**src/rtl/ioromdec_pkg.sv**
```systemverilog
package ioromdec_pkg;
  localparam int CFG_AW  = 6;
  localparam int NUM_BAR = 3;
  localparam int BUS_AW  = 32;

  localparam logic [CFG_AW-1:0] MODE_SLOT = 6'h10; // byte offset 40h

  localparam logic [3:0] CMD_IO_RD   = 4'b0010;
  localparam logic [3:0] CMD_IO_WR   = 4'b0011;
  localparam logic [3:0] CMD_MEM_RD  = 4'b0110;
  localparam logic [3:0] CMD_MEM_RDM = 4'b1100;
  localparam logic [3:0] CMD_MEM_RDL = 4'b1110;

  // dword index of each I/O window register
  function automatic logic [CFG_AW-1:0] bar_slot(input int idx);
    case (idx)
      0:       return 6'h04;
      1:       return 6'h05;
      default: return 6'h08;
    endcase
  endfunction

  // log2 of the window size in bytes
  function automatic int bar_size_log2(input int idx);
    case (idx)
      0:       return 3;
      1:       return 2;
      default: return 4;
    endcase
  endfunction

  function automatic logic cmd_is_io(input logic [3:0] cmd);
    return (cmd == CMD_IO_RD) || (cmd == CMD_IO_WR);
  endfunction

  function automatic logic cmd_is_mem_rd(input logic [3:0] cmd);
    return (cmd == CMD_MEM_RD) || (cmd == CMD_MEM_RDM) || (cmd == CMD_MEM_RDL);
  endfunction
endpackage

```
**src/rtl/ioromdec_mode.sv**
```systemverilog
module ioromdec_mode
  import ioromdec_pkg::*;
(
  input  logic              clk,
  input  logic              rst_n,
  input  logic              wr,
  input  logic [CFG_AW-1:0] waddr,
  input  logic [1:0]        wdata,
  output logic              wide,
  output logic              big_rom
);
  always_ff @(posedge clk or negedge rst_n) begin
    if (!rst_n) begin
      wide    <= 1'b0;
      big_rom <= 1'b0;
    end else if (wr && waddr == MODE_SLOT) begin
      wide    <= wdata[0];
      big_rom <= wdata[1];
    end
  end
endmodule

```
**src/rtl/ioromdec_bar.sv**
```systemverilog
module ioromdec_bar
  import ioromdec_pkg::*;
#(
  parameter int                SIZE_LOG2 = 3,
  parameter logic [CFG_AW-1:0] SLOT      = 6'h04,
  parameter int                AW        = 32
) (
  input  logic              clk,
  input  logic              rst_n,
  input  logic              wide,
  input  logic              wr,
  input  logic [CFG_AW-1:0] waddr,
  input  logic [AW-1:0]     wdata,
  output logic [AW-1:0]     rd_value,
  input  logic [AW-1:0]     bus_addr,
  input  logic              is_io,
  output logic              hit
);
  localparam int          HALF     = AW / 2;
  localparam logic [AW-1:0] LOW_MASK = (AW'(1) << SIZE_LOG2) - AW'(1);
  localparam logic [AW-1:0] LOW_HALF = {{(AW-HALF){1'b0}}, {HALF{1'b1}}};

  logic [AW-1:0] base_q;
  logic [AW-1:0] live_mask;

  // bits that are stored, read back and compared in the current mode
  assign live_mask = wide ? ~LOW_MASK : (~LOW_MASK & LOW_HALF);

  always_ff @(posedge clk or negedge rst_n) begin
    if (!rst_n)
      base_q <= '0;
    else if (wr && waddr == SLOT)
      base_q <= (base_q & ~live_mask) | (wdata & live_mask);
  end

  assign rd_value = (base_q & live_mask) | AW'(1);
  assign hit      = is_io && ((bus_addr & live_mask) == (base_q & live_mask));
endmodule

```
**src/rtl/ioromdec_rom.sv**
```systemverilog
module ioromdec_rom #(
  parameter int AW         = 32,
  parameter int SMALL_LOG2 = 19,
  parameter int BIG_LOG2   = 20
) (
  input  logic          big_rom,
  input  logic          is_mem_rd,
  input  logic [AW-1:0] bus_addr,
  output logic          hit
);
  logic top_small, top_big;
  assign top_small = &bus_addr[AW-1:SMALL_LOG2];
  assign top_big   = &bus_addr[AW-1:BIG_LOG2];
  assign hit       = is_mem_rd && (big_rom ? top_big : top_small);
endmodule

```
**src/rtl/ide_io_rom_decode.sv**
```systemverilog
module ide_io_rom_decode
  import ioromdec_pkg::*;
(
  input  logic               clk,
  input  logic               rst_n,
  input  logic               cfg_wr,
  input  logic [CFG_AW-1:0]  cfg_addr,
  input  logic [31:0]        cfg_wdata,
  output logic [31:0]        cfg_rdata,
  input  logic [BUS_AW-1:0]  bus_addr,
  input  logic [3:0]         bus_cmd,
  output logic [NUM_BAR-1:0] io_hit,
  output logic               rom_hit
);
  logic        wide, big_rom;
  logic        is_io, is_mem_rd;
  logic [31:0] bar_rd [NUM_BAR];

  assign is_io     = cmd_is_io(bus_cmd);
  assign is_mem_rd = cmd_is_mem_rd(bus_cmd);

  ioromdec_mode u_mode (
    .clk(clk), .rst_n(rst_n), .wr(cfg_wr), .waddr(cfg_addr),
    .wdata(cfg_wdata[1:0]), .wide(wide), .big_rom(big_rom)
  );

  for (genvar i = 0; i < NUM_BAR; i++) begin : g_bar
    ioromdec_bar #(
      .SIZE_LOG2(bar_size_log2(i)), .SLOT(bar_slot(i)), .AW(BUS_AW)
    ) u_bar (
      .clk(clk), .rst_n(rst_n), .wide(wide), .wr(cfg_wr), .waddr(cfg_addr),
      .wdata(cfg_wdata), .rd_value(bar_rd[i]), .bus_addr(bus_addr),
      .is_io(is_io), .hit(io_hit[i])
    );
  end

  ioromdec_rom #(.AW(BUS_AW)) u_rom (
    .big_rom(big_rom), .is_mem_rd(is_mem_rd), .bus_addr(bus_addr), .hit(rom_hit)
  );

  always_comb begin
    cfg_rdata = '0;
    if (cfg_addr == MODE_SLOT)
      cfg_rdata = {30'd0, big_rom, wide};
    for (int i = 0; i < NUM_BAR; i++)
      if (cfg_addr == bar_slot(i))
        cfg_rdata = bar_rd[i];
  end
endmodule

```
**config.mk**
```make
export PLATFORM = sky130hd
export DESIGN_NAME = ide_io_rom_decode
export DESIGN_NICKNAME = d
export VERILOG_FILES = /design/src/rtl/ioromdec_pkg.sv /design/src/rtl/ioromdec_mode.sv /design/src/rtl/ioromdec_bar.sv /design/src/rtl/ioromdec_rom.sv /design/src/rtl/ide_io_rom_decode.sv
export SDC_FILE = /design/constraint.sdc
export NUM_CORES = 1
export LEC_CHECK = 0
export CORE_MARGIN = 2
export CORE_UTILIZATION = 40
export DETAILED_ROUTE_END_ITERATION = 8
export PLACE_DENSITY = 0.67
export SYNTH_ARGS = -nofsm -noshare
export SYNTH_HDL_FRONTEND = slang
export SYNTH_SLANG_ARGS = --single-unit
```
**constraint.sdc**
```tcl
create_clock -name clk -period 4.3 [get_ports clk]
set_clock_uncertainty 0.05 [all_clocks]
set_input_delay 1.075 -clock clk [delete_from_list [all_inputs] [get_ports clk]]
set_output_delay 1.075 -clock clk [all_outputs]
set_load 0.1 [all_outputs]
```
-- After elaboration in Yosys (flattened, before gate mapping)
Index checks and enable logic that the tools add are counted.
- add/sub/neg operators: 0
- $mul: 0
- div/mod/pow operators: 0
- magnitude comparators: 0
- equal/unequal tests: 12
- shifts and indexed selects: 0
- mux-type cells: 8
- bitwise operators: 18
- reductions and logical operators: 13
- operators with widths (kind ; count):
    32-bit bitwise AND ; 12
    32-bit two-way mux ; 6
    32-bit equality test ; 3
    32-bit inverter ; 3
    32-bit OR ; 3
    13-bit AND reduction ; 1
    6-bit by 3-bit equality test with 1-bit output, second input constant ; 2
    12-bit AND reduction ; 1
    4-bit by 2-bit equality test with 1-bit output, second input constant ; 2
    4-bit equality test, second input constant ; 2
    1-bit logical AND ; 8
    6-bit by 4-bit equality test with 1-bit output, second input constant ; 1
    6-bit by 5-bit equality test with 1-bit output, second input constant ; 1
    4-bit by 3-bit equality test with 1-bit output, second input constant ; 1
    1-bit logical OR ; 3
    2-bit two-way mux ; 1
    1-bit two-way mux ; 1
- register bits after elaboration: 98
- latch bits: 0
- bits in writable memories: 0
- ROM bits: 0
- bits of input ports: 77
- output and inout bits: 36
- memories: 0

-- Longest topological paths before layout
Gate-level depths: netlist (run 1).
- depth in word-level cells: 5
- depth in mapped cells: 8
- depth with buffers taken out: 5

-- Modules after synthesis
A second synthesis (run 1) with hierarchy kept.
- cells, all modules: 520
- area, all modules: 6035.8 sq um
- modules (own cells, without submodules) (module ; times used ; cells an instance ; area an instance (sq um) ; seq. area each (sq um)):
    ioromdec_bar (g_bar[1].u_bar) ; 1 ; 142 ; 1773.0 ; 750.7
    ioromdec_bar (g_bar[2].u_bar) ; 1 ; 137 ; 1680.4 ; 700.7
    ioromdec_bar (g_bar[0].u_bar) ; 1 ; 138 ; 1674.1 ; 725.7
    ide_io_rom_decode ; 1 ; 91 ; 783.3 ; 0.0
    ioromdec_mode ; 1 ; 7 ; 87.6 ; 50.0
    ioromdec_rom ; 1 ; 5 ; 37.5 ; 0.0

-- Worst setup path before layout (run 1)
Ideal clock, no wire load.
- kind: input to output
- start point: input bus_addr[20]
- end point: output rom_hit
- arrival time: 4.219 ns
- slack: -1.044 ns
- stages on the path: 3
- cells stage by stage: o211a_1 > o21ai_0 > nor4_1
- longest elaborated chain between the ends: 3
- elaborated cells on any way between the ends: 4
- classes of those cells: mux: 1; reduce/logical: 3
- ends and longest elaborated chain (element ; RTL line ; source):
    start: declaration ; ide_io_rom_decode.sv:10 ; input logic [BUS_AW-1:0] bus_addr,
    13-bit AND reduction or 12-bit AND reduction (tied branches) ; ioromdec_rom.sv:12, ioromdec_rom.sv:13 ;
    1-bit two-way mux * ; ioromdec_rom.sv:14 ; assign hit = is_mem_rd && (big_rom ? top_big : top_small);
    1-bit logical AND * ; ioromdec_rom.sv:14 ;
    end: declaration ; ide_io_rom_decode.sv:13 ; output logic rom_hit
Mark *: on every way between the ends. The rest lies on a longest branch, timed or not.

-- Final worst setup path (run 1)
- start point: input bus_addr[17]
- end point: output io_hit[1]
- longest elaborated chain between the ends: 3
- ends and longest elaborated chain (element ; RTL line ; source):
    32-bit bitwise AND ; ioromdec_bar.sv:37 ; assign hit = is_io && ((bus_addr & live_mask) == (base_q & live_mask));
    32-bit equality test ; ioromdec_bar.sv:37 ;
    1-bit logical AND ; ioromdec_bar.sv:37 ;
    end: declaration ; ide_io_rom_decode.sv:12 ; output logic [NUM_BAR-1:0] io_hit,
Every way passes these cells.

==> results of run 1 <==
cell usage in the layout, fill, tap and decap left out, types with 9 or more instances in the layout:
cell type         n
and2_1           17
buf_12           38
buf_4            19
clkbuf_16         9
clkdlybuf4s50_1  72
dfrtp_1          89
mux2_1           23
mux2_2           66
mux2i_1          29
nand2_1          31
nand4_1          12
nor4_1           13
o21ai_0          20
o21ai_1           9
xnor2_1          26
xor2_1           59
cells in the mapped netlist:
| master | number |
|---|---|
| o2111ai_1 | 1 |
| nor2_8 | 2 |
| nor3_1 | 1 |
| o21ai_0 | 29 |
| and2_1 | 17 |
| nor2_1 | 3 |
| nand4_1 | 12 |
| nand3_4 | 2 |
| mux2_1 | 23 |
| nand4b_1 | 1 |
| clkbuf_1 | 6 |
| inv_1 | 3 |
| nor4_1 | 16 |
| and4b_1 | 1 |
| a211o_1 | 1 |
| nand3_2 | 2 |
| mux2_2 | 66 |
| a2111oi_0 | 1 |
| o22ai_1 | 1 |
| nor3_2 | 1 |
| xnor2_1 | 26 |
| nor3b_1 | 1 |
| a31oi_1 | 1 |
| o211a_1 | 1 |
| buf_2 | 8 |
| xor2_1 | 59 |
| nand2_1 | 31 |
| a21oi_1 | 2 |
| dfrtp_1 | 89 |
| buf_4 | 4 |
| buf_6 | 4 |
| mux2i_1 | 29 |
| and3b_2 | 1 |
| and3_1 | 2 |
| nand3_1 | 1 |
| nand3b_1 | 1 |
metal layers:
| layer | routed length (µm) | vias up | share of wire [%] |
|---|---|---|---|
| li1 | - | 1820 | - |
| met1 | 6380 | 1949 | 44 |
| met2 | 6960 | 140 | 48 |
| met3 | 917 | 21 | 6.3 |
| met4 | 222 | 0 | 1.5 |
| met5 | 0 | - | 0 |
final cells by class:
class,instances,share of cell area [%]
Clock buffer,9,3.12
Tap cell,172,2.99
Multi-Input combinational cell,335,39.5
Timing Repair Buffer,130,22.6
Sequential cell,89,30.9
Clock inverter,7,0.746
Inverter,3,0.156
stage by stage:
stage / power, mW / setup TNS [ns] / cell area, µm²
6_report: 2.06 / 0 / 7210
5_1_grt: 2.15 / 0 / 7210
3_3_place_gp: 1.32 / 0 / 6910
4_1_cts: 2.08 / 0 / 7190
2_1_floorplan: 1.15 / -2.09 / 5200
3_5_place_dp: 1.34 / 0 / 6910
worst paths after layout:
check / from / slack (ns) / end
setup reg to reg: u_mode.wide$_DFFE_PN0P_ / 2.12 / register
max in group asynchronous: rst_n / 2.57 / async pin
min in group asynchronous: rst_n / 0.89 / async pin
hold reg to reg: register / 0.49 / register
hold / removal: register / 0.49 / register
setup / recovery: bus_addr[17] / 0.12 / io_hit[1]
logic make-up after synthesis:
kind of cell | after synthesis | synth area share (%)
buffers and inverters | 25 | 2.86
xor gates and xnor gates | 85 | 14.3
and+or+nand+nor | 95 | 11.2
DFF | 89 | 42.9
AOI/OAI and AO/OA | 37 | 3.92
muxes | 118 | 24.9
power groups by stage:
stage	clock network [mW]	registers, mW	logic (mW)
6_report	0.744	0.971	0.350
5_1_grt	0.793	0.982	0.376
4_1_cts	0.756	0.971	0.351
3_5_place_dp	0	0.987	0.348
3_3_place_gp	0	0.981	0.341
2_1_floorplan	0	0.962	0.184
worst max-delay path, delay by kind of cell:
| family | cells | cell delay (ns) |
|---|---|---|
| XOR/XNOR | 1 | 0.17 |
| AO/OA/AOI/OAI | 1 | 0.41 |
| AND/OR/NAND/NOR | 2 | 0.57 |
| buffers and inverters | 3 | 0.83 |
==> metrics, run 1 <==
Worst Max-Slew Pin Slew=around 1.1 ns; num rows=41; max incr delay on CP=between 0.4 and 0.5 ns; vias post-DR=3930; die area=~14000 µm²; total wire length=~14000 µm; post-CTS setup buffers=0; die height=about 120 µm; status=completed; CTS resizes=0; post-layout minimum cycle time=4.18 ns; Final Cycle Share=between 90% and 100%; Worst Hold Slack=~0.49 ns; count of cell types in the netlist=36; IO Port Bufs=110; Worst-Skew Late Latency=around 0.34 ns; fin. max-slew vios=0; top cells by area, synth=dfrtp_1 (43%), mux2_2 (14%), xor2_1 (9.9%); fin nets=~650; CTS tree=done; setup ws final=roughly 0.12 ns; cell taking the most area after synthesis=dfrtp_1; placed cells=~730; H-tree Lvls=3; Synthesis Warnings=0; GR peak layer=met2; clock-pin transition on the worst setup and hold timing paths=roughly 0.06 ns; post-route ant nets=0; Combinational Power Share=about 17%; Fillers=1112; number of global-route vias before repair=between 4000 and 5000; kind of critical path=in -> out; DRT iter0 DRCs=slightly below 200; vias per cell=approximately 5.3; Worst EP arrival=a little over 3 ns; crit start category=primary input; gp weighted congestion=between 0.9 and 1; layout cell share with drive strength beyond 1=about a quarter; GR Layer Usage met3=approximately 5.2%; Worst IR Drop VDD=roughly 210 µV; area of the multi-input gates=between 2000 and 3000 µm²; register area share after synthesis=42.9%; Inserted Clock Buffers=9; flip-flop and latch area=2230 µm²; crit end category=output port; worst-case reg-to-reg path depth=3; fin cells=~750; Die X=118 µm; net switching fraction of the power=approximately 28%; syn_nets=~530; RSZ-0062 raised after global routing=no; Final Hold Viols=0; switching power=between 500 and 600 µW; routed len/inst=19.4 µm; worst path cell trace=clkdlybuf4s50_1 -> xor2_1 -> nor4_1 -> nand4_1 -> a2111oi_2 -> buf_4 -> buf_12; pre-CTS WS=between 0.03 and 0.04 ns; CP required=3.17 ns; post-DP HPWL=roughly 10000 µm; global-route wire length before repair=~23000 µm; initial antenna violation count=0; Crit Path Max Fanout=2; Syn Inst Count=449; # IOs=between 100 and 150; internal power=roughly 1.5 mW; LEAKAGE=approximately 3.3 nW; routing usage on met1=between 20% and 30%; worst slew margin relative to its limit=~24%; core area=between 10000 and 15000 µm²; register bit total from synthesis=89; M2 GR Usage=35.9%; All-Layer GR Usage=21.3%; f_max=approximately 240 MHz; CTS root buf=clkbuf_16; CP max-delay cell=clkdlybuf4s50_1; syn_area_per_cell=11.6 µm²; maxcap violations=0; clock buffer depth=2; CTS sink cnt=between 80 and 90; Initial Util=between 40% and 50%; final number of setup-violating endpoints=0; hold-critical path depth=1; Hold Buf Count CTS=0; fin util=between 50% and 60%; clock network power share=36.0%; area grow syn2layout=38.7%; Synth top area share=a little over two fifths; n_diodes=0; drt first pass iters=4; Remaining Overflow, GRT=0; largest net degree at the start of global routing=90; Synth Cell Area=5200 µm²; number of remaining DRC errors=0; part of the power in registers=approximately 47%; Worst Hold Class=reg -> reg; pwr dens=roughly 290 nW/µm²
No activity file was read; power rests on OpenSTA's default activity.
==> inputs of run 2 (changes only) <==
- CORE_UTILIZATION: 40 -> 60
- DONT_BUFFER_PORTS: default -> 1
- PLACE_DENSITY: 0.67 -> 0.78
- SKIP_LAST_GASP: default -> 1
==> run 2 against run 1 <==
Net effect:
- final cell count is 21% lower
- setup slack better by 0.44 ns
- worst hold slack lost 0.12 ns
- non-clock buffer count shrank 91
- sequential share of layout area up 5.4 points
- power decreased by 13%
- clock power shrank 19%
- design area down 15%
- routed wire length is 13% lower
- register-to-register slack improved by 0.02 ns
- critical path depth shrank 2
==> metrics, run 2 (synthesis gave the netlist of run 1 again) <==
crit start category=primary input; H-tree Lvls=3 (unchanged); die area=9420 µm² (-32%); post-DP HPWL=9030 µm (-14%); placed cells=571 (-22%); post-route ant nets=0 (unchanged); number of global-route vias before repair=3968 (-9.6%); clock-pin transition on the worst setup and hold timing paths=0.08 ns (+0.02 ns); largest net degree at the start of global routing=90 (unchanged); Worst Max-Slew Pin Slew=0.937 ns (-0.200 ns); CTS resizes=0 (unchanged); fin cells=585 (-21%); vias per cell=6.11 (+16%); Worst Hold Class=in -> async; post-layout minimum cycle time=3.74 ns (-0.444 ns); routed len/inst=21.6 µm (+11%); Worst IR Drop VDD=205 µV (-4.6%); Worst Hold Slack=0.364 ns (-0.125 ns); vias post-DR=3573 (-9.1%); leading cell types in the layout, fill and taps excluded=dfrtp_1 (89), mux2_2 (66), xor2_1 (59), nand2_1 (31); All-Layer GR Usage=27.7% (+6.4 points); Initial Util=62.6% (+22 points); Crit Path Max Fanout=3 (+1); CTS tree=done; layout cell share with drive strength beyond 1=29.8% (+3.3 points); core area=8300 µm² (-35%); Die X=97.1 µm (-18%); die height=97.1 µm (-18%); clock buffer depth=2 (unchanged); RSZ-0062 raised after global routing=no; number of remaining DRC errors=0 (unchanged); n_diodes=0 (unchanged); Final Hold Viols=0 (unchanged); # IOs=113 (unchanged); Remaining Overflow, GRT=0 (unchanged); post-CTS setup buffers=0 (unchanged); fin nets=554 (-14%); status=completed; most common library cell in the layout ignoring fill and taps=dfrtp_1; global-route wire length before repair=20400 µm (-12%); final number of setup-violating endpoints=0 (unchanged); Inserted Clock Buffers=9 (unchanged); pwr dens=291 nW/µm² (+1.7%); Fillers=544 (-51%); CP required=3.17 ns (about the same); initial antenna violation count=0 (unchanged); crit end category=output port; IO Port Bufs=0 (-100%); Final Cycle Share=87.0% (-10 points); Hold Buf Count CTS=0 (unchanged); num rows=33 (-20%); area grow syn2layout=18.2%; gp weighted congestion=0.884 (-3.5%); total wire length=12600 µm (-13%); CTS root buf=clkbuf_8; f_max=267 MHz (+12%); maxcap violations=0 (unchanged); Worst-Skew Late Latency=0.35 ns (about the same); kind of critical path=in -> out; fin. max-slew vios=0 (unchanged); worst slew margin relative to its limit=37.5% (+13 points); CTS sink cnt=89 (unchanged); Worst EP arrival=2.62 ns (-0.44 ns); drt first pass iters=5 (+1); DRT iter0 DRCs=198 (+1.0%); LEAKAGE=2.95 nW (-12%)
==> run 2: changes by cell type in the layout (fill, tap and decap cells not counted), sizes merged <==
| cell | delta |
|---|---|
| inv | -3 |
| clkdlybuf4s50 | -72 |
| buf | -19 |
| clkinv | -2 |
| bufinv | +2 |
| clkbuf | +1 |
==> run 2: path summary, 6_finish.rpt <==
check / startpoint / end / slack (ns) / cells past startpoint
worst max-delay path: bus_addr[18] / io_hit[1] / 0.56 / 5
worst min-delay path: rst_n / async pin / 0.36 / 0
worst max register to register: u_mode.wide$_DFFE_PN0P_ / register / 2.14 / 3
worst min register to register: register / register / 0.49 / 1
max in group asynchronous: rst_n / async pin / 3.71 / 0
min in group clk: register / register / 0.49 / 1
==> run 2: per-stage QoR <==
stage / TNS (ns) / total power [mW] / setup slack [ns] / instance area, µm² / util [%]
floorplan: -2.09 / 1.15 / -0.698 / 5200 / -
global placement: 0 / 1.19 / 0.548 / 5940 / 71.6
detailed placement: 0 / 1.20 / 0.537 / 5940 / 71.6
CTS: 0 / 1.80 / 0.541 / 6140 / 74.0
global route: 0 / 1.86 / 0.513 / 6140 / 74.0
finish: 0 / 1.79 / 0.560 / 6140 / 74.0
==> run 2: final cells by class <==
class	count	area (µm²)	area share (%)
tap	105	131	2.14
sequential	89	2230	36.3
timing repair buffer	39	676	11.0
inverter	3	11.3	0.183
clock buffer	10	128	2.08
multi-input combinational	335	2900	47.2
clock inverter	4	70.1	1.14
==> run 2: layer usage <==
layer	global-route usage (%)	part of all wire, %	wire (µm)	vias to the layer above
li1	-	-	-	1640
met1	33.3	40	5020	1780
met2	47.3	50	6350	136
met3	8.92	8.3	1040	17
met4	9.21	1.6	201	0
met5	0	0	0	-
==> run 2: where the power goes <==
part           switching [mW]  leakage, nW  internal, mW
Sequential             0.0702         1.21         0.899
Clock                   0.285        0.102         0.320
Combinational          0.0912         1.63         0.124
==> run 2: worst max-delay path, stage by stage <==
cell	delay (ns)
xor2_1	0.16
nor4_1	0.34
nand4_1	0.21
a2111oi_2	0.59
buf_16	0.24
